### src/rtl/btc_pkg.sv
package btc_pkg;
  typedef enum logic {
    PH_IDLE = 1'b0,
    PH_WALK = 1'b1
  } walk_ph_e;
endpackage

### src/rtl/btc_pix_store.sv
module btc_pix_store #(
  parameter int PIX_W = 8,
  parameter int NPIX  = 16
) (
  input  logic                     clk_i,
  input  logic                     rst_ni,
  input  logic                     wr_en_i,
  input  logic [PIX_W-1:0]         wr_data_i,
  input  logic [$clog2(NPIX)-1:0]  rd_idx_i,
  output logic [PIX_W-1:0]         rd_data_o,
  output logic                     full_o,
  output logic [PIX_W-1:0]         mean_o
);
  localparam int IDX_W = $clog2(NPIX);
  localparam int SUM_W = PIX_W + IDX_W;

  logic [IDX_W-1:0] wr_ptr_q;
  logic [SUM_W-1:0] sum_q, sum_nxt;
  logic [PIX_W-1:0] mean_q;
  logic [PIX_W-1:0] mem_q [NPIX];

  assign sum_nxt = sum_q + SUM_W'(wr_data_i);
  assign full_o  = wr_en_i && (wr_ptr_q == IDX_W'(NPIX-1));

  always_ff @(posedge clk_i or negedge rst_ni) begin
    if (!rst_ni) begin
      wr_ptr_q <= '0;
      sum_q    <= '0;
      mean_q   <= '0;
    end else if (wr_en_i) begin
      if (full_o) begin
        wr_ptr_q <= '0;
        sum_q    <= '0;
        mean_q   <= sum_nxt[SUM_W-1:IDX_W]; // divide by NPIX, truncated
      end else begin
        wr_ptr_q <= wr_ptr_q + 1'b1;
        sum_q    <= sum_nxt;
      end
    end
  end

  for (genvar e = 0; e < NPIX; e++) begin : g_ent
    always_ff @(posedge clk_i or negedge rst_ni) begin
      if (!rst_ni)                                   mem_q[e] <= '0;
      else if (wr_en_i && wr_ptr_q == IDX_W'(e))     mem_q[e] <= wr_data_i;
    end
  end

  assign rd_data_o = mem_q[rd_idx_i];
  assign mean_o    = mean_q;

  a_r5_ptr_hold: assert property (@(posedge clk_i) disable iff (!rst_ni)
    !wr_en_i |=> $stable(wr_ptr_q));
endmodule

### src/rtl/btc_classify.sv
module btc_classify
  import btc_pkg::*;
#(
  parameter int PIX_W = 8,
  parameter int NPIX  = 16
) (
  input  logic                           clk_i,
  input  logic                           rst_ni,
  input  logic                           start_i,
  input  logic [PIX_W-1:0]               mean_i,
  input  logic [PIX_W-1:0]               pix_i,
  output logic [$clog2(NPIX)-1:0]        rd_idx_o,
  output logic                           busy_o,
  output logic                           done_o,
  output logic [NPIX-1:0]                bitmap_o,
  output logic [PIX_W+$clog2(NPIX)-1:0]  lo_sum_o,
  output logic [$clog2(NPIX):0]          lo_cnt_o,
  output logic [PIX_W+$clog2(NPIX)-1:0]  hi_sum_o,
  output logic [$clog2(NPIX):0]          hi_cnt_o
);
  localparam int IDX_W = $clog2(NPIX);
  localparam int SUM_W = PIX_W + IDX_W;
  localparam int CNT_W = IDX_W + 1;

  walk_ph_e         ph_q;
  logic [IDX_W-1:0] idx_q;
  logic [NPIX-1:0]  bm_q, bm_nxt;
  logic [SUM_W-1:0] lo_sum_q, hi_sum_q, lo_sum_nxt, hi_sum_nxt;
  logic [CNT_W-1:0] lo_cnt_q, hi_cnt_q, lo_cnt_nxt, hi_cnt_nxt;
  logic             bit_hi, last;

  assign bit_hi = (pix_i >= mean_i);
  assign last   = (idx_q == IDX_W'(NPIX-1));

  always_comb begin
    bm_nxt        = bm_q;
    bm_nxt[idx_q] = bit_hi;
    lo_sum_nxt    = lo_sum_q;
    lo_cnt_nxt    = lo_cnt_q;
    hi_sum_nxt    = hi_sum_q;
    hi_cnt_nxt    = hi_cnt_q;
    if (bit_hi) begin
      hi_sum_nxt = hi_sum_q + SUM_W'(pix_i);
      hi_cnt_nxt = hi_cnt_q + 1'b1;
    end else begin
      lo_sum_nxt = lo_sum_q + SUM_W'(pix_i);
      lo_cnt_nxt = lo_cnt_q + 1'b1;
    end
  end

  // working accumulators
  always_ff @(posedge clk_i or negedge rst_ni) begin
    if (!rst_ni) begin
      ph_q     <= PH_IDLE;
      idx_q    <= '0;
      bm_q     <= '0;
      lo_sum_q <= '0;
      lo_cnt_q <= '0;
      hi_sum_q <= '0;
      hi_cnt_q <= '0;
    end else if (ph_q == PH_IDLE) begin
      if (start_i) begin
        ph_q     <= PH_WALK;
        idx_q    <= '0;
        bm_q     <= '0;
        lo_sum_q <= '0;
        lo_cnt_q <= '0;
        hi_sum_q <= '0;
        hi_cnt_q <= '0;
      end
    end else begin
      bm_q     <= bm_nxt;
      lo_sum_q <= lo_sum_nxt;
      lo_cnt_q <= lo_cnt_nxt;
      hi_sum_q <= hi_sum_nxt;
      hi_cnt_q <= hi_cnt_nxt;
      idx_q    <= idx_q + 1'b1;
      if (last) ph_q <= PH_IDLE;
    end
  end

  // result registers, updated once per block
  always_ff @(posedge clk_i or negedge rst_ni) begin
    if (!rst_ni) begin
      done_o   <= 1'b0;
      bitmap_o <= '0;
      lo_sum_o <= '0;
      lo_cnt_o <= '0;
      hi_sum_o <= '0;
      hi_cnt_o <= '0;
    end else begin
      done_o <= 1'b0;
      if (ph_q == PH_WALK && last) begin
        done_o   <= 1'b1;
        bitmap_o <= bm_nxt;
        lo_sum_o <= lo_sum_nxt;
        lo_cnt_o <= lo_cnt_nxt;
        hi_sum_o <= hi_sum_nxt;
        hi_cnt_o <= hi_cnt_nxt;
      end
    end
  end

  assign rd_idx_o = idx_q;
  assign busy_o   = (ph_q == PH_WALK);

  // every 1-coded pixel is at or above the mean held in the store
  a_r2_hi_floor: assert property (@(posedge clk_i) disable iff (!rst_ni)
    done_o |-> (32'(hi_sum_o) >= 32'(hi_cnt_o) * 32'(mean_i)));
  // every 0-coded pixel is below it
  a_r2_lo_ceiling: assert property (@(posedge clk_i) disable iff (!rst_ni)
    (done_o && lo_cnt_o != '0) |-> (32'(lo_sum_o) < 32'(lo_cnt_o) * 32'(mean_i)));
endmodule

### src/rtl/btc_encoder.sv
module btc_encoder #(
  parameter int PIX_W = 8,
  parameter int NPIX  = 16
) (
  input  logic                           clk_i,
  input  logic                           rst_ni,
  input  logic                           pix_valid_i,
  input  logic [PIX_W-1:0]               pix_i,
  output logic                           pix_ready_o,
  output logic                           done_o,
  output logic [NPIX-1:0]                bitmap_o,
  output logic [PIX_W+$clog2(NPIX)-1:0]  lo_sum_o,
  output logic [$clog2(NPIX):0]          lo_cnt_o,
  output logic [PIX_W+$clog2(NPIX)-1:0]  hi_sum_o,
  output logic [$clog2(NPIX):0]          hi_cnt_o
);
  localparam int IDX_W = $clog2(NPIX);

  logic             wr_en, full, busy;
  logic [IDX_W-1:0] rd_idx;
  logic [PIX_W-1:0] rd_data, mean;

  assign pix_ready_o = !busy;
  assign wr_en       = pix_valid_i && pix_ready_o;

  btc_pix_store #(.PIX_W(PIX_W), .NPIX(NPIX)) u_store (
    .clk_i     (clk_i),
    .rst_ni    (rst_ni),
    .wr_en_i   (wr_en),
    .wr_data_i (pix_i),
    .rd_idx_i  (rd_idx),
    .rd_data_o (rd_data),
    .full_o    (full),
    .mean_o    (mean)
  );

  btc_classify #(.PIX_W(PIX_W), .NPIX(NPIX)) u_cls (
    .clk_i    (clk_i),
    .rst_ni   (rst_ni),
    .start_i  (full),
    .mean_i   (mean),
    .pix_i    (rd_data),
    .rd_idx_o (rd_idx),
    .busy_o   (busy),
    .done_o   (done_o),
    .bitmap_o (bitmap_o),
    .lo_sum_o (lo_sum_o),
    .lo_cnt_o (lo_cnt_o),
    .hi_sum_o (hi_sum_o),
    .hi_cnt_o (hi_cnt_o)
  );

  a_r6_done_pulse: assert property (@(posedge clk_i) disable iff (!rst_ni)
    done_o |=> !done_o);
  a_r7_ready_on_done: assert property (@(posedge clk_i) disable iff (!rst_ni)
    done_o |-> pix_ready_o);
  a_r4_count_total: assert property (@(posedge clk_i) disable iff (!rst_ni)
    done_o |-> (32'(lo_cnt_o) + 32'(hi_cnt_o) == NPIX));
  a_r6_hold: assert property (@(posedge clk_i) disable iff (!rst_ni)
    !done_o |-> $stable({bitmap_o, lo_sum_o, lo_cnt_o, hi_sum_o, hi_cnt_o}));
endmodule

### config.mk
export PLATFORM = sky130hd
export DESIGN_NAME = btc_encoder
export DESIGN_NICKNAME = d
export VERILOG_FILES = /design/src/rtl/btc_pkg.sv /design/src/rtl/btc_pix_store.sv /design/src/rtl/btc_classify.sv /design/src/rtl/btc_encoder.sv
export SDC_FILE = /design/constraint.sdc
export NUM_CORES = 1
export LEC_CHECK = 0
export ABC_CLOCK_PERIOD_IN_PS = 8500
export BUFFER_PORTS_ARGS = -buffer_cell sky130_fd_sc_hd__clkbuf_2
export CAP_MARGIN = 20
export CORE_MARGIN = 2
export CORE_UTILIZATION = 30
export DETAILED_ROUTE_END_ITERATION = 12
export PLACE_DENSITY = 0.47
export RECOVER_POWER = 50
export REMOVE_ABC_BUFFERS = 1
export SYNTH_ARGS = -nofsm -noshare
export SYNTH_HDL_FRONTEND = slang
export SYNTH_SLANG_ARGS = --single-unit
### constraint.sdc
create_clock -name clk_i -period 8.5 [get_ports clk_i]
set_input_delay 0.425 -clock clk_i [delete_from_list [all_inputs] [get_ports clk_i]]
set_output_delay 0.425 -clock clk_i [all_outputs]
set_load 0.03 [all_outputs]
==> results of run 1 <==
-- layer usage --
layer | routed length [um] | vias to the layer above | track usage
li1 | - | 4045 | -
met1 | 15500 | 4271 | 0.219
met2 | 15400 | 164 | 0.251
met3 | 1160 | 39 | 0.0207
met4 | 576 | 0 | 0.0305
met5 | 0 | - | 0
-- metrics by stage --
| stage | setup WS [ns] | hold WS (ns) | std cells | util |
|---|---|---|---|---|
| 3_3_place_gp | 3.83 | 0.453 | 1653 | 0.325 |
| 5_1_grt | 2.32 | 0.362 | 1705 | 0.345 |
| 6_report | 3.09 | 0.318 | 1705 | 0.345 |
| 2_1_floorplan | 3.85 | 0.129 | 1046 | - |
| 4_1_cts | 3.72 | 0.309 | 1704 | 0.347 |
| 3_5_place_dp | 3.76 | 0.459 | 1653 | 0.325 |
-- layout make-up --
| type | count | area, um2 |
|---|---|---|
| clock buffer | 47 | 883 |
| clock inverter | 3 | 21.3 |
| fill | 4190 | 26900 |
| inverter | 27 | 101 |
| multi-input combinational | 762 | 5730 |
| sequential | 257 | 6430 |
| tap | 532 | 666 |
| timing repair buffer | 77 | 345 |
-- repair_timing --
| item | in CTS | in global routing |
|---|---|---|
| hold endpoints to repair | 10 | 0 |
| hold buffers | 1 | 0 |
| resized for setup | 0 | 0 |
-- Yosys cell counts (all sizes together) (2+ instances only) --
cell type | instances | share of area
o21ai | 99 | 0.042
o22ai | 5 | 0.0025
xor2 | 14 | 0.0098
nand2 | 195 | 0.059
nand4 | 11 | 0.0060
a21o | 6 | 0.0036
a22o | 22 | 0.015
nand3 | 32 | 0.013
a32o | 2 | 0.0016
or3 | 2 | 0.0010
a21oi | 48 | 0.019
and3 | 3 | 0.0015
nor2 | 43 | 0.013
clkbuf | 43 | 0.013
a31oi | 16 | 0.0080
fa | 3 | 0.0048
nand2b | 8 | 0.0046
xnor2 | 22 | 0.015
mux4 | 40 | 0.072
mux2 | 107 | 0.096
dfrtp | 257 | 0.51
buf | 20 | 0.010
a211oi | 4 | 0.0024
and2 | 4 | 0.0020
inv | 27 | 0.0081
nor2b | 3 | 0.0015
o21a | 5 | 0.0031
o311ai | 2 | 0.0014
nor3 | 2 | 0.00080
o31ai | 6 | 0.0036
ha | 42 | 0.042
-- critical path: stages, from the launching register on --
cell and delay, ns:
dfrtp_1 0.32, clkbuf_1 1.62, mux4_2 0.47, mux4_2 0.59, ha_1 0.32, o21ai_1 0.07, a211o_1 0.33, o21ai_4 0.69
nand2_2 0.33, nand2_1 0.38, a22o_1 0.18
-- worst max-delay path by stage --
| stage | from | end | slack [ns] | cells after the start |
|---|---|---|---|---|
| CTS | u_cls.rd_idx_o[0] | u_cls.lo_sum_q[4] | 3.72 | 10 |
| floorplan | u_cls.rd_idx_o[0] | u_cls.lo_cnt_o[3] | 3.85 | 10 |
| global placement | u_cls.rd_idx_o[0] | u_cls.lo_sum_q[1] | 3.83 | 10 |
| detailed placement | u_cls.rd_idx_o[0] | u_cls.lo_sum_q[6] | 3.76 | 10 |
| finish | u_cls.rd_idx_o[1] | u_cls.lo_sum_q[4] | 3.09 | 10 |
| global route | rst_ni | u_store.mean_o[6] | 2.32 | 4 |
-- logic make-up (layout without fill, tap and decap cells) --
logic type	count (synthesis)	count (layout)	share of synthesized area
buffers and inverters	90	154	0.0313
muxes	148	148	0.169
adders and majority gates	45	45	0.0466
DFF	257	257	0.512
and+or+nand+nor	309	309	0.106
AOI/OAI and AO/OA	224	224	0.110
xor gates and xnor gates	36	36	0.0251
-- registers in the layout (all words and copies together) (netlist names), 4 cells and up --
signal,cells
u_cls.bitmap_o,16
u_cls.bm_q,15
u_cls.hi_cnt_o,5
u_cls.hi_cnt_q,5
u_cls.hi_sum_o,12
u_cls.hi_sum_q,12
u_cls.lo_cnt_o,5
u_cls.lo_cnt_q,5
u_cls.lo_sum_o,12
u_cls.lo_sum_q,12
u_cls.rd_idx_o,4
u_store.mean_o,8
u_store.mem_q,128
u_store.sum_q,12
u_store.wr_ptr_q,4
==> summary.md, run 1 <==
| Metric | Value |
|---|---|
| Post-DP HPWL | `between 20000 and 25000 um` |
| Synth-to-Final Area Change | `13.0%` |
| Number of synthesized flops with an enable pin | `0` |
| CP max FO | `37` |
| Clock Skews | `around 0.012 ns` |
| Number of remaining DRC errors | `0` |
| Most frequent cells in the layout | `dfrtp_1 (256), nand2_1 (193), mux2_2 (104), o21ai_0 (85), clkbuf_1 (67)` |
| Primary FF master, synth | `dfrtp_1` |
| Status | `finished, violations left` |
| Die area | `43500 um2` |
| Critical path startpoint category | `flip-flop` |
| WP data required | `about 9 ns` |
| Clock insertion delay at the later pin of the skew report | `roughly 0.55 ns` |
| Core ar. | `about 41000 um2` |
| Clk sinks | `257` |
| Fin area | `14200 um2` |
| Hold Path Depth | `3` |
| Post-DP Area | `around 13000 um2` |
| Routed wire per std cell | `19.1 um` |
| Die W | `about 210 um` |
| Reg clk slew, reported paths | `about 0.060 ns` |
| DRT iter0 DRCs | `about 530` |
| Fmax | `between 150 and 200 MHz` |
| Synthesis Warnings | `0` |
| Row cnt | `74` |
| Total Routing Usage GR | `0.154` |
| Antenna violations before repair | `0` |
| Number of global-route vias before repair | `between 8k and 9k` |
| H-tree levels | `1` |
| Initial Util | `0.305` |
| MaxCap Viol Count | `4` |
| Largest net degree at the start of global routing | `between 100 and 150` |
| Setup violations, final | `0` |
| Mapped Cells | `approximately 1.1k` |
| Via count | `8519` |
| Die Height | `between 200 and 250 um` |
| Synth unique cells | `roughly 60` |
| Worst Hold Class | `in2reg` |
| Sum Neg Setup Slack | `0 ns` |
| Number of diodes | `0` |
| Fin crit share | `0.637` |
| Drt pass-1 iters | `5` |
| Critical Path AT | `~5.9 ns` |
| Async S/R FF share, synth | `1.00` |
| Most common cell after layout, fill and taps aside | `dfrtp_1` |
| Setup Buffers After CTS | `0` |
| RePlAce Congestion | `a little under 0.8` |
| R2R Path Start | `u_cls.rd_idx_o[1]` |
| Failing checks | `max-capacitance violations, max-slew violations` |
| Worst setup EP type | `flip-flop` |
| Layout cells sized above 1 | `0.185` |
| Master cell of the clock root buffer | `clkbuf_16` |
| HP Start | `pix_i[5]` |
| RSZ-0062 raised after global routing | `no` |
| Final wirelength | `about 33000 um` |
| Nets | `~1.2k` |
| Clock buffer depth | `3` |
| Setup CP Type | `reg2reg` |
| TritonCTS Buffers | `29` |
| Vias per cell | `5.00` |
| Hold Path End | `u_store.mem_q[5]` |
| Slew margin rel. | `-1.52` |
| R2R Setup Slk | `3.09 ns` |
| Gr ovfl total | `0` |
| Mapped Area | `~13000 um2` |
| Sequential area share after synthesis | `0.512` |
| Ports | `63` |
| Fin. max-slew vios | `about 200` |
| Port-buffer cells | `between 60 and 70` |
| R2R cell count | `10` |
| Mean cell area of the mapped netlist | `~11 um2` |
| Measured slew at the worst slew-check pin | `approximately 3.8 ns` |
| Global-route wire length before repair | `52300 um` |
| Hold Vio Cnt, Final | `0` |
| #FFs+latches synth | `around 260` |
| Final ANT Viol Nets | `0` |
| Capture point of the worst reg-to-reg path | `u_cls.lo_sum_q[4]` |
| TritonCTS clock tree | `yes` |
| Tmin final | `roughly 5.4 ns` |
Power of run 1 is left out: the tool's default activity adds up to more than one toggle a clock period on the data nets, which glitch-free logic cannot reach.
==> inputs of run 2 (changes only) <==
--- a/config.mk
+++ b/config.mk
@@ -5,7 +5,8 @@
 export SDC_FILE = /design/constraint.sdc
 export NUM_CORES = 1
 export LEC_CHECK = 0
-export ABC_CLOCK_PERIOD_IN_PS = 8500
+export ABC_AREA = 1
+export ABC_CLOCK_PERIOD_IN_PS = 5600
 export BUFFER_PORTS_ARGS = -buffer_cell sky130_fd_sc_hd__clkbuf_2
 export CAP_MARGIN = 20
 export CORE_MARGIN = 2
==> constraint.sdc (replaced) <==
create_clock -name clk_i -period 5.6 [get_ports clk_i]
set_input_delay 0.28 -clock clk_i [delete_from_list [all_inputs] [get_ports clk_i]]
set_output_delay 0.28 -clock clk_i [all_outputs]
set_load 0.03 [all_outputs]
==> summary.md, run 2 <==
| Metric | Value |
|---|---|
| Status | `finished, violations left (unchanged)` |
| Failing checks | `max-capacitance violations, max-slew violations (unchanged)` |
| DRT iter0 DRCs | `688 (was 525)` |
| Die area | `45500 um2 (was 43500 um2)` |
| Master cell of the clock root buffer | `clkbuf_16 (unchanged)` |
| Hold Buf Count CTS | `1 (unchanged)` |
| Final ANT Viol Nets | `0 (unchanged)` |
| Async S/R FF share, synth | `1.00 (unchanged)` |
| Met2 Routed Length | `16700 um (was 15400 um)` |
| Routed wire per std cell | `16.2 um (was 19.1 um)` |
| MaxCap Viol Count | `1 (was 4)` |
| Reg clk slew, reported paths | `0.06 ns (about the same)` |
| Worst Hold Class | `in2reg (unchanged)` |
| CP delay by family, top | `buffers and inverters (unchanged)` |
| Most frequent cells in the layout | `nand2_1 (513), dfrtp_1 (256), o21ai_0 (183), inv_1 (146), a21oi_1 (104) (was dfrtp_1 (256), nand2_1 (193), mux2_2 (104), o21ai_0 (85), clkbuf_1 (67))` |
| R2R Path Start | `u_cls.rd_idx_o[0] (was u_cls.rd_idx_o[1])` |
| Setup CP Type | `reg2reg (unchanged)` |
| Critical path startpoint category | `flip-flop (unchanged)` |
| TritonCTS Buffers | `30 (was 29)` |
| Crit-path cells | `clkinv_1 > buf_12 > o21ai_0 > nand2_1 > nand2_1 > nand4_1 > ha_1 > nand2_1 > a21oi_1 > nor3_4 > nand2_2 > buf_4 > o21ai_0 > o21ai_0 (was clkbuf_1 > mux4_2 > mux4_2 > ha_1 > o21ai_1 > a211o_1 > o21ai_4 > nand2_2 > nand2_1 > a22o_1)` |
| Gr ovfl total | `0 (unchanged)` |
| Hold Vio Cnt, Final | `0 (unchanged)` |
| Number of global-route vias before repair | `10.6k (was 8681)` |
| Vias per cell | `4.67 (was 5.00)` |
| Worst path max stage delay | `0.55 ns (was 1.62 ns)` |
| Setup violations, final | `0 (unchanged)` |
| Crit. Startpoint | `u_cls.rd_idx_o[0] (was u_cls.rd_idx_o[1])` |
| Ports | `63 (unchanged)` |
| Leading area contributor after synthesis | `dfrtp_1 (unchanged)` |
| Clock insertion delay at the later pin of the skew report | `0.59 ns (was 0.55 ns)` |
| RSZ-0062 raised after global routing | `no (unchanged)` |
| Sum Neg Setup Slack | `0 ns (unchanged)` |
| Critical path depth | `14 (was 10)` |
| Layout cells sized above 1 | `0.0594 (was 0.185)` |
| Drt pass-1 iters | `5 (unchanged)` |
| Worst path slowest cell | `buf_4 (was clkbuf_1)` |
| Nets | `1750 (was 1210)` |
| Setup Buffers After CTS | `0 (unchanged)` |
| Tmin final | `3.84 ns (was 5.41 ns)` |
| Synth-to-Final Area Change | `12.9% (was 13.0%)` |
| Final wirelength | `37300 um (was 32600 um)` |
| Primary FF master, synth | `dfrtp_1 (unchanged)` |
| H-tree levels | `1 (unchanged)` |
| R2R cell count | `14 (was 10)` |
| Number of diodes | `0 (unchanged)` |
| Largest cells by area after synthesis | `dfrtp_1 (49%), nand2_1 (15%), o21ai_0 (6.9%) (was dfrtp_1 (51%), mux2_2 (9.3%), mux4_2 (7.2%))` |
| Largest net degree at the start of global routing | `114 (was 120)` |
| Top Layer Used | `met4 (unchanged)` |
| Total Routing Usage GR | `0.170 (was 0.154)` |
| Die Height | `213 um (was 209 um)` |
| Fmax | `260 MHz (was 185 MHz)` |
| Commonest cells post-synth | `nand2_1 (510), dfrtp_1 (257), o21ai_0 (181), inv_1 (146), a21oi_1 (104) (was dfrtp_1 (257), nand2_1 (194), mux2_2 (104), o21ai_0 (85), a21oi_1 (48))` |
| Number of synthesized flops with an enable pin | `0 (unchanged)` |
| Routed length on met3 | `1750 um (was 1160 um)` |
| Hold Path Depth | `3 (unchanged)` |
| Synth unique cells | `40 (was 61)` |
| Biggest regs | `u_store.mem_q (128), u_cls.bitmap_o (16), u_cls.bm_q (15) (unchanged)` |
| Clock Skews | `0.0216 ns (was 0.0117 ns)` |
| Core ar. | `43200 um2 (was 41100 um2)` |
| Sequential area share after synthesis | `0.489 (was 0.512)` |
| Most instantiated library cell after synthesis | `nand2_1 (was dfrtp_1)` |
| Port-buffer cells | `62 (unchanged)` |
| Fin. max-slew vios | `114 (was 204)` |
| Flip-flop count of the largest register after layout | `128 (unchanged)` |
| Critical Path AT | `4.34 ns (was 5.89 ns)` |
| Mapped Cells | `1661 (was 1109)` |
| Slew margin rel. | `-0.936 (was -1.52)` |
| Met1 WL | `18000 um (was 15500 um)` |
| WP buf/inv | `3 (was 1)` |
| CTS resizes | `0 (unchanged)` |
| Post-DP HPWL | `24000 um (was 21300 um)` |
| Antenna violations before repair | `0 (unchanged)` |
| Die W | `213 um (was 209 um)` |
| Via count | `10.7k (was 8519)` |
| #FFs+latches synth | `257 (unchanged)` |
| Clock buffer depth | `3 (unchanged)` |
| TritonCTS clock tree | `yes (unchanged)` |
| Mean cell area of the mapped netlist | `7.91 um2 (was 11.3 um2)` |
| Most common cell after layout, fill and taps aside | `nand2_1 (was dfrtp_1)` |
| Worst setup EP type | `flip-flop (unchanged)` |
| Measured slew at the worst slew-check pin | `2.90 ns (was 3.78 ns)` |
| Clk sinks | `257 (unchanged)` |
| Fin crit share | `0.686 (was 0.637)` |
| Initial Util | `0.304 (was 0.305)` |
| Mapped Area | `13100 um2 (was 12600 um2)` |
| Register with the most flip-flops | `u_store.mem_q (unchanged)` |
| Share of the synthesized area in the top cell type | `0.489 (was 0.512)` |
| Global-route wire length before repair | `60400 um (was 52300 um)` |
| WP data required | `6.10 ns (was 8.98 ns)` |
| RePlAce Congestion | `0.826 (was 0.788)` |
| Row cnt | `76 (was 74)` |
| Number of remaining DRC errors | `0 (unchanged)` |
| Synthesis Warnings | `0 (unchanged)` |
| HP Start | `pix_valid_i (was pix_i[5])` |
| CP max FO | `58 (was 37)` |
[run 2: changes by cell type after synthesis, sizes merged, moves of 15 or more]
| cell | before | now |
|---|---|---|
| o22ai | 5 | 25 |
| clkbuf | 43 | 28 |
| mux4 | 40 | 0 |
| a21oi | 48 | 104 |
| buf | 20 | 47 |
| nand3 | 32 | 72 |
| o21ai | 99 | 248 |
| nor2 | 43 | 101 |
| nand2 | 195 | 515 |
| mux2 | 107 | 0 |
| xnor2 | 22 | 6 |
| a22o | 22 | 1 |
| inv | 27 | 153 |
[run 2: kinds of logic after synthesis]
kind of cell,count (synthesis),share of synthesized area
compound gates,385,0.150
flops,257,0.489
fa+ha+maj,45,0.0446
buf+inv,236,0.0738
simple gates,718,0.228
xor+xnor,20,0.0133
[run 2: final cells by class]
class                   instances  area (um2)
fillers                      4650       28300
flip-flops and latches        257        6430
multi-input cells            1168        5700
clock buffers                  42         876
well taps                     585         732
inverters                     161         606
repair buffers                 76         382
clock inverters                12         113
[run 2: final timing paths]
| kind | to | slack, ns |
|---|---|---|
| setup reg to reg | u_cls.bitmap_o[13] | 1.76 |
| max in group asynchronous | u_store.sum_q[3] | 2.01 |
| setup / recovery | u_cls.bitmap_o[13] | 1.76 |
| hold reg to reg | u_cls.hi_sum_o[6] | 0.47 |
| hold / removal | u_store.wr_ptr_q[0] | 0.05 |
| min in group asynchronous | u_cls.bitmap_o[1] | 0.29 |
[run 2: metal layers]
layer	vias to the layer above	global-route usage
li1	5456	-
met4	0	0.0424
met1	5015	0.241
met2	218	0.272
met5	-	0
met3	49	0.0246
[run 2: worst reg2reg max path: stages (launching register included)]
cell      delay (ns)
dfrtp_2         0.35
clkinv_1        0.32
buf_12          0.32
o21ai_0         0.23
nand2_1         0.07
nand2_1         0.06
nand4_1         0.41
ha_1            0.48
nand2_1         0.07
a21oi_1         0.22
nor3_4          0.08
nand2_2         0.16
buf_4           0.55
o21ai_0         0.27
o21ai_0         0.18
[run 2: stage by stage]
step / utilization / worst slack [ns] / cell area [um2] / instances / hold WS [ns]
floorplan: - / 0.677 / 12800 / 1586 / -0.0156
global placement: 0.323 / 1.72 / 13900 / 2244 / 0.370
detailed placement: 0.323 / 1.76 / 14000 / 2246 / 0.365
CTS: 0.347 / 1.74 / 15000 / 2301 / 0.0604
global route: 0.344 / 1.28 / 14800 / 2301 / 0.0773
finish: 0.344 / 1.76 / 14800 / 2301 / 0.0543
Power of run 2 is left out for the same reason.
==> inputs of run 3 (changes only) <==
--- a/config.mk
+++ b/config.mk
@@ -5,8 +5,8 @@
 export SDC_FILE = /design/constraint.sdc
 export NUM_CORES = 1
 export LEC_CHECK = 0
-export ABC_AREA = 1
-export ABC_CLOCK_PERIOD_IN_PS = 5600
+export ABC_AREA = 0
+export ABC_CLOCK_PERIOD_IN_PS = 3720
 export BUFFER_PORTS_ARGS = -buffer_cell sky130_fd_sc_hd__clkbuf_2
 export CAP_MARGIN = 20
 export CORE_MARGIN = 2
==> constraint.sdc (replaced) <==
create_clock -name clk_i -period 3.72 [get_ports clk_i]
set_input_delay 0.186 -clock clk_i [delete_from_list [all_inputs] [get_ports clk_i]]
set_output_delay 0.186 -clock clk_i [all_outputs]
set_load 0.03 [all_outputs]
==> summary.md, run 3 (same netlist as run 1, synthesis figures left out) <==
| Metric | Value |
|---|---|
| Min Hold Slack | `0.0679 ns (was 0.0543 ns)` |
| Measured slew at the worst slew-check pin | `2.37 ns (was 2.90 ns)` |
| Die area | `43500 um2 (was 45500 um2)` |
| MaxCap Viol Count | `1 (unchanged)` |
| H-tree levels | `1 (unchanged)` |
| Clock buffer depth | `3 (unchanged)` |
| Number of global-route vias before repair | `8822 (was 10.6k)` |
| Fill cell count | `4114 (was 4650)` |
| Final ANT Viol Nets | `0 (unchanged)` |
| CP max FO | `15 (was 58)` |
| Critical path startpoint category | `flip-flop (unchanged)` |
| Failing checks | `max-capacitance violations, max-slew violations (unchanged)` |
| Fin area | `14700 um2 (was 14800 um2)` |
| Gr ovfl total | `0 (unchanged)` |
| TritonCTS clock tree | `yes (unchanged)` |
| Port-buffer cells | `62 (unchanged)` |
| Worst Hold Class | `in2reg (unchanged)` |
| Final wirelength | `32800 um (was 37300 um)` |
| Register with the most flip-flops | `u_store.mem_q (unchanged)` |
| R2R Setup Slk | `0.17 ns (was 1.76 ns)` |
| Number of remaining DRC errors | `0 (unchanged)` |
| HP Start | `pix_i[3] (was pix_valid_i)` |
| Critical Path AT | `4.02 ns (was 4.34 ns)` |
| Tmin final | `3.55 ns (was 3.84 ns)` |
| Clk sinks | `257 (unchanged)` |
| Drt pass-1 iters | `5 (unchanged)` |
| Via count | `8632 (was 10.7k)` |
| Status | `finished, violations left (unchanged)` |
| RePlAce Congestion | `0.788 (was 0.826)` |
| Fmax | `282 MHz (was 260 MHz)` |
| Hold Path Depth | `3 (unchanged)` |
| WP data required | `4.19 ns (was 6.10 ns)` |
| Biggest regs | `u_store.mem_q (128), u_cls.bitmap_o (16), u_cls.bm_q (15) (unchanged)` |
| Slew margin rel. | `-0.582 (was -0.936)` |
| R2R Path Start | `u_cls.rd_idx_o[0] (unchanged)` |
| Sum Neg Setup Slack | `0 ns (unchanged)` |
| Die W | `209 um (was 213 um)` |
| Nets | `1247 (was 1750)` |
| Final std cells w/o fill | `1747 (was 2301)` |
| Capture point of the worst reg-to-reg path | `u_cls.lo_cnt_q[3] (was u_cls.bitmap_o[13])` |
| Number of diodes | `0 (unchanged)` |
| Critical path's most frequent cell | `mux4_2` |
| Worst setup EP type | `flip-flop (unchanged)` |
| Initial Util | `0.305 (was 0.304)` |
| Hold Path End | `u_store.mem_q[3] (was u_store.wr_ptr_q[0])` |
| Setup CP Type | `reg2reg (unchanged)` |
| Master cell of the clock root buffer | `clkbuf_16 (unchanged)` |
| Antenna violations before repair | `0 (unchanged)` |
| DRT iter0 DRCs | `548 (was 688)` |
| Fin crit share | `0.954 (was 0.686)` |
| R2R cell count | `11 (was 14)` |
| Most common cell after layout, fill and taps aside | `dfrtp_1 (was nand2_1)` |
| Layout cells sized above 1 | `0.224 (was 0.0594)` |
| Vias per cell | `4.94 (was 4.67)` |
| Flip-flop count of the largest register after layout | `128 (unchanged)` |
| Setup Buffers After CTS | `0 (unchanged)` |
| Die Height | `209 um (was 213 um)` |
| Largest net degree at the start of global routing | `85 (was 114)` |
| Ports | `63 (unchanged)` |
| Worst path max stage delay | `0.57 ns (was 0.55 ns)` |
| Global-route wire length before repair | `52600 um (was 60400 um)` |
| Clock Skews | `0.0169 ns (was 0.0216 ns)` |
| Post-DP HPWL | `21800 um (was 24000 um)` |
| Clock insertion delay at the later pin of the skew report | `0.56 ns (was 0.59 ns)` |
| TritonCTS Buffers | `30 (unchanged)` |
| Crit-path cells | `buf_4 > mux4_2 > mux4_2 > ha_1 > nand2_1 > a211o_1 > o21a_2 > buf_12 > and4_1 > nand2b_1 > a31oi_1 (was clkinv_1 > buf_12 > o21ai_0 > nand2_1 > nand2_1 > nand4_1 > ha_1 > nand2_1 > a21oi_1 > nor3_4 > nand2_2 > buf_4 > o21ai_0 > o21ai_0)` |
| Multi-input gate area | `5750 um2 (was 5700 um2)` |
| RSZ-0062 raised after global routing | `no (unchanged)` |
| Most frequent cells in the layout | `dfrtp_1 (256), nand2_1 (193), mux2_2 (104), o21ai_0 (85), clkbuf_1 (57) (was nand2_1 (513), dfrtp_1 (256), o21ai_0 (183), inv_1 (146), a21oi_1 (104))` |
| Hold Vio Cnt, Final | `0 (unchanged)` |
| Register area | `6430 um2 (unchanged)` |
| Core ar. | `41100 um2 (was 43200 um2)` |
| Total Routing Usage GR | `0.154 (was 0.170)` |
| Setup violations, final | `0 (unchanged)` |
| Row cnt | `74 (was 76)` |
| Routed wire per std cell | `18.8 um (was 16.2 um)` |
| Placed insts | `1690 (was 2246)` |
| Worst path slowest cell | `mux4_2 (was buf_4)` |
| Reg clk slew, reported paths | `0.06 ns (about the same)` |
| Synth-to-Final Area Change | `17.2% (was 12.9%)` |
| Post-DP Area | `13700 um2 (was 14000 um2)` |
| Fin. max-slew vios | `84 (was 114)` |
run 3: changes by cell type in the layout (fill, tap and decap cells not counted), moves of 40 or more:
cell     delta
a21oi_1    -57
inv_1     -120
mux2_2    +104
mux4_2     +40
nand2_1   -320
nand3_1    -40
nor2_1     -46
o21ai_0    -98
o21ai_1    -55
run 3: critical path: cells and delay by family, from the launching register on:
kind,cells,cell delay (ns)
AOI/OAI and AO/OA,3,0.74
adders and majority gates,1,0.33
buffers and inverters,2,0.41
DFF,1,0.43
muxes,2,1.11
and+or+nand+nor,3,0.43
run 3: metrics by stage:
step                utilization  worst slack [ns]
detailed placement        0.334             0.150
floorplan                     -            -0.932
CTS                       0.360             0.120
global placement          0.334             0.181
finish                    0.358             0.172
global route              0.358            0.0186
run 3: what timing repair did:
action                                  CTS  global route
gates resized for setup                   0             2
hold buffers                              1             0
endpoints found under the hold margin    79             0
endpoints found under the setup margin    0             4
run 3: area by class of cell:
type	count	area share
multi-input cells	762	0.391
well taps	532	0.0452
repair buffers	113	0.0482
flip-flops and latches	257	0.437
inverters	27	0.00689
clock inverters	15	0.0139
clock buffers	41	0.0580
run 3: worst max path at each step:
stage                                    end  slack [ns]               from
after floorplan            u_cls.lo_cnt_o[3]       -0.93  u_cls.rd_idx_o[0]
after CTS                  u_cls.hi_sum_q[6]        0.12  u_cls.rd_idx_o[0]
after global placement     u_cls.hi_sum_q[6]        0.18  u_cls.rd_idx_o[0]
final                      u_cls.lo_cnt_q[3]        0.17  u_cls.rd_idx_o[0]
after detailed placement   u_cls.hi_sum_q[6]        0.15  u_cls.rd_idx_o[0]
after global routing      u_cls.lo_sum_o[10]        0.02  u_cls.rd_idx_o[0]
run 3: layer usage:
metal | global-route usage | part of all wire
met2 | 0.256 | 0.47
met5 | 0 | 0
met4 | 0.0249 | 0.014
met3 | 0.0231 | 0.033
met1 | 0.215 | 0.48
Power of run 3 is left out for the same reason.
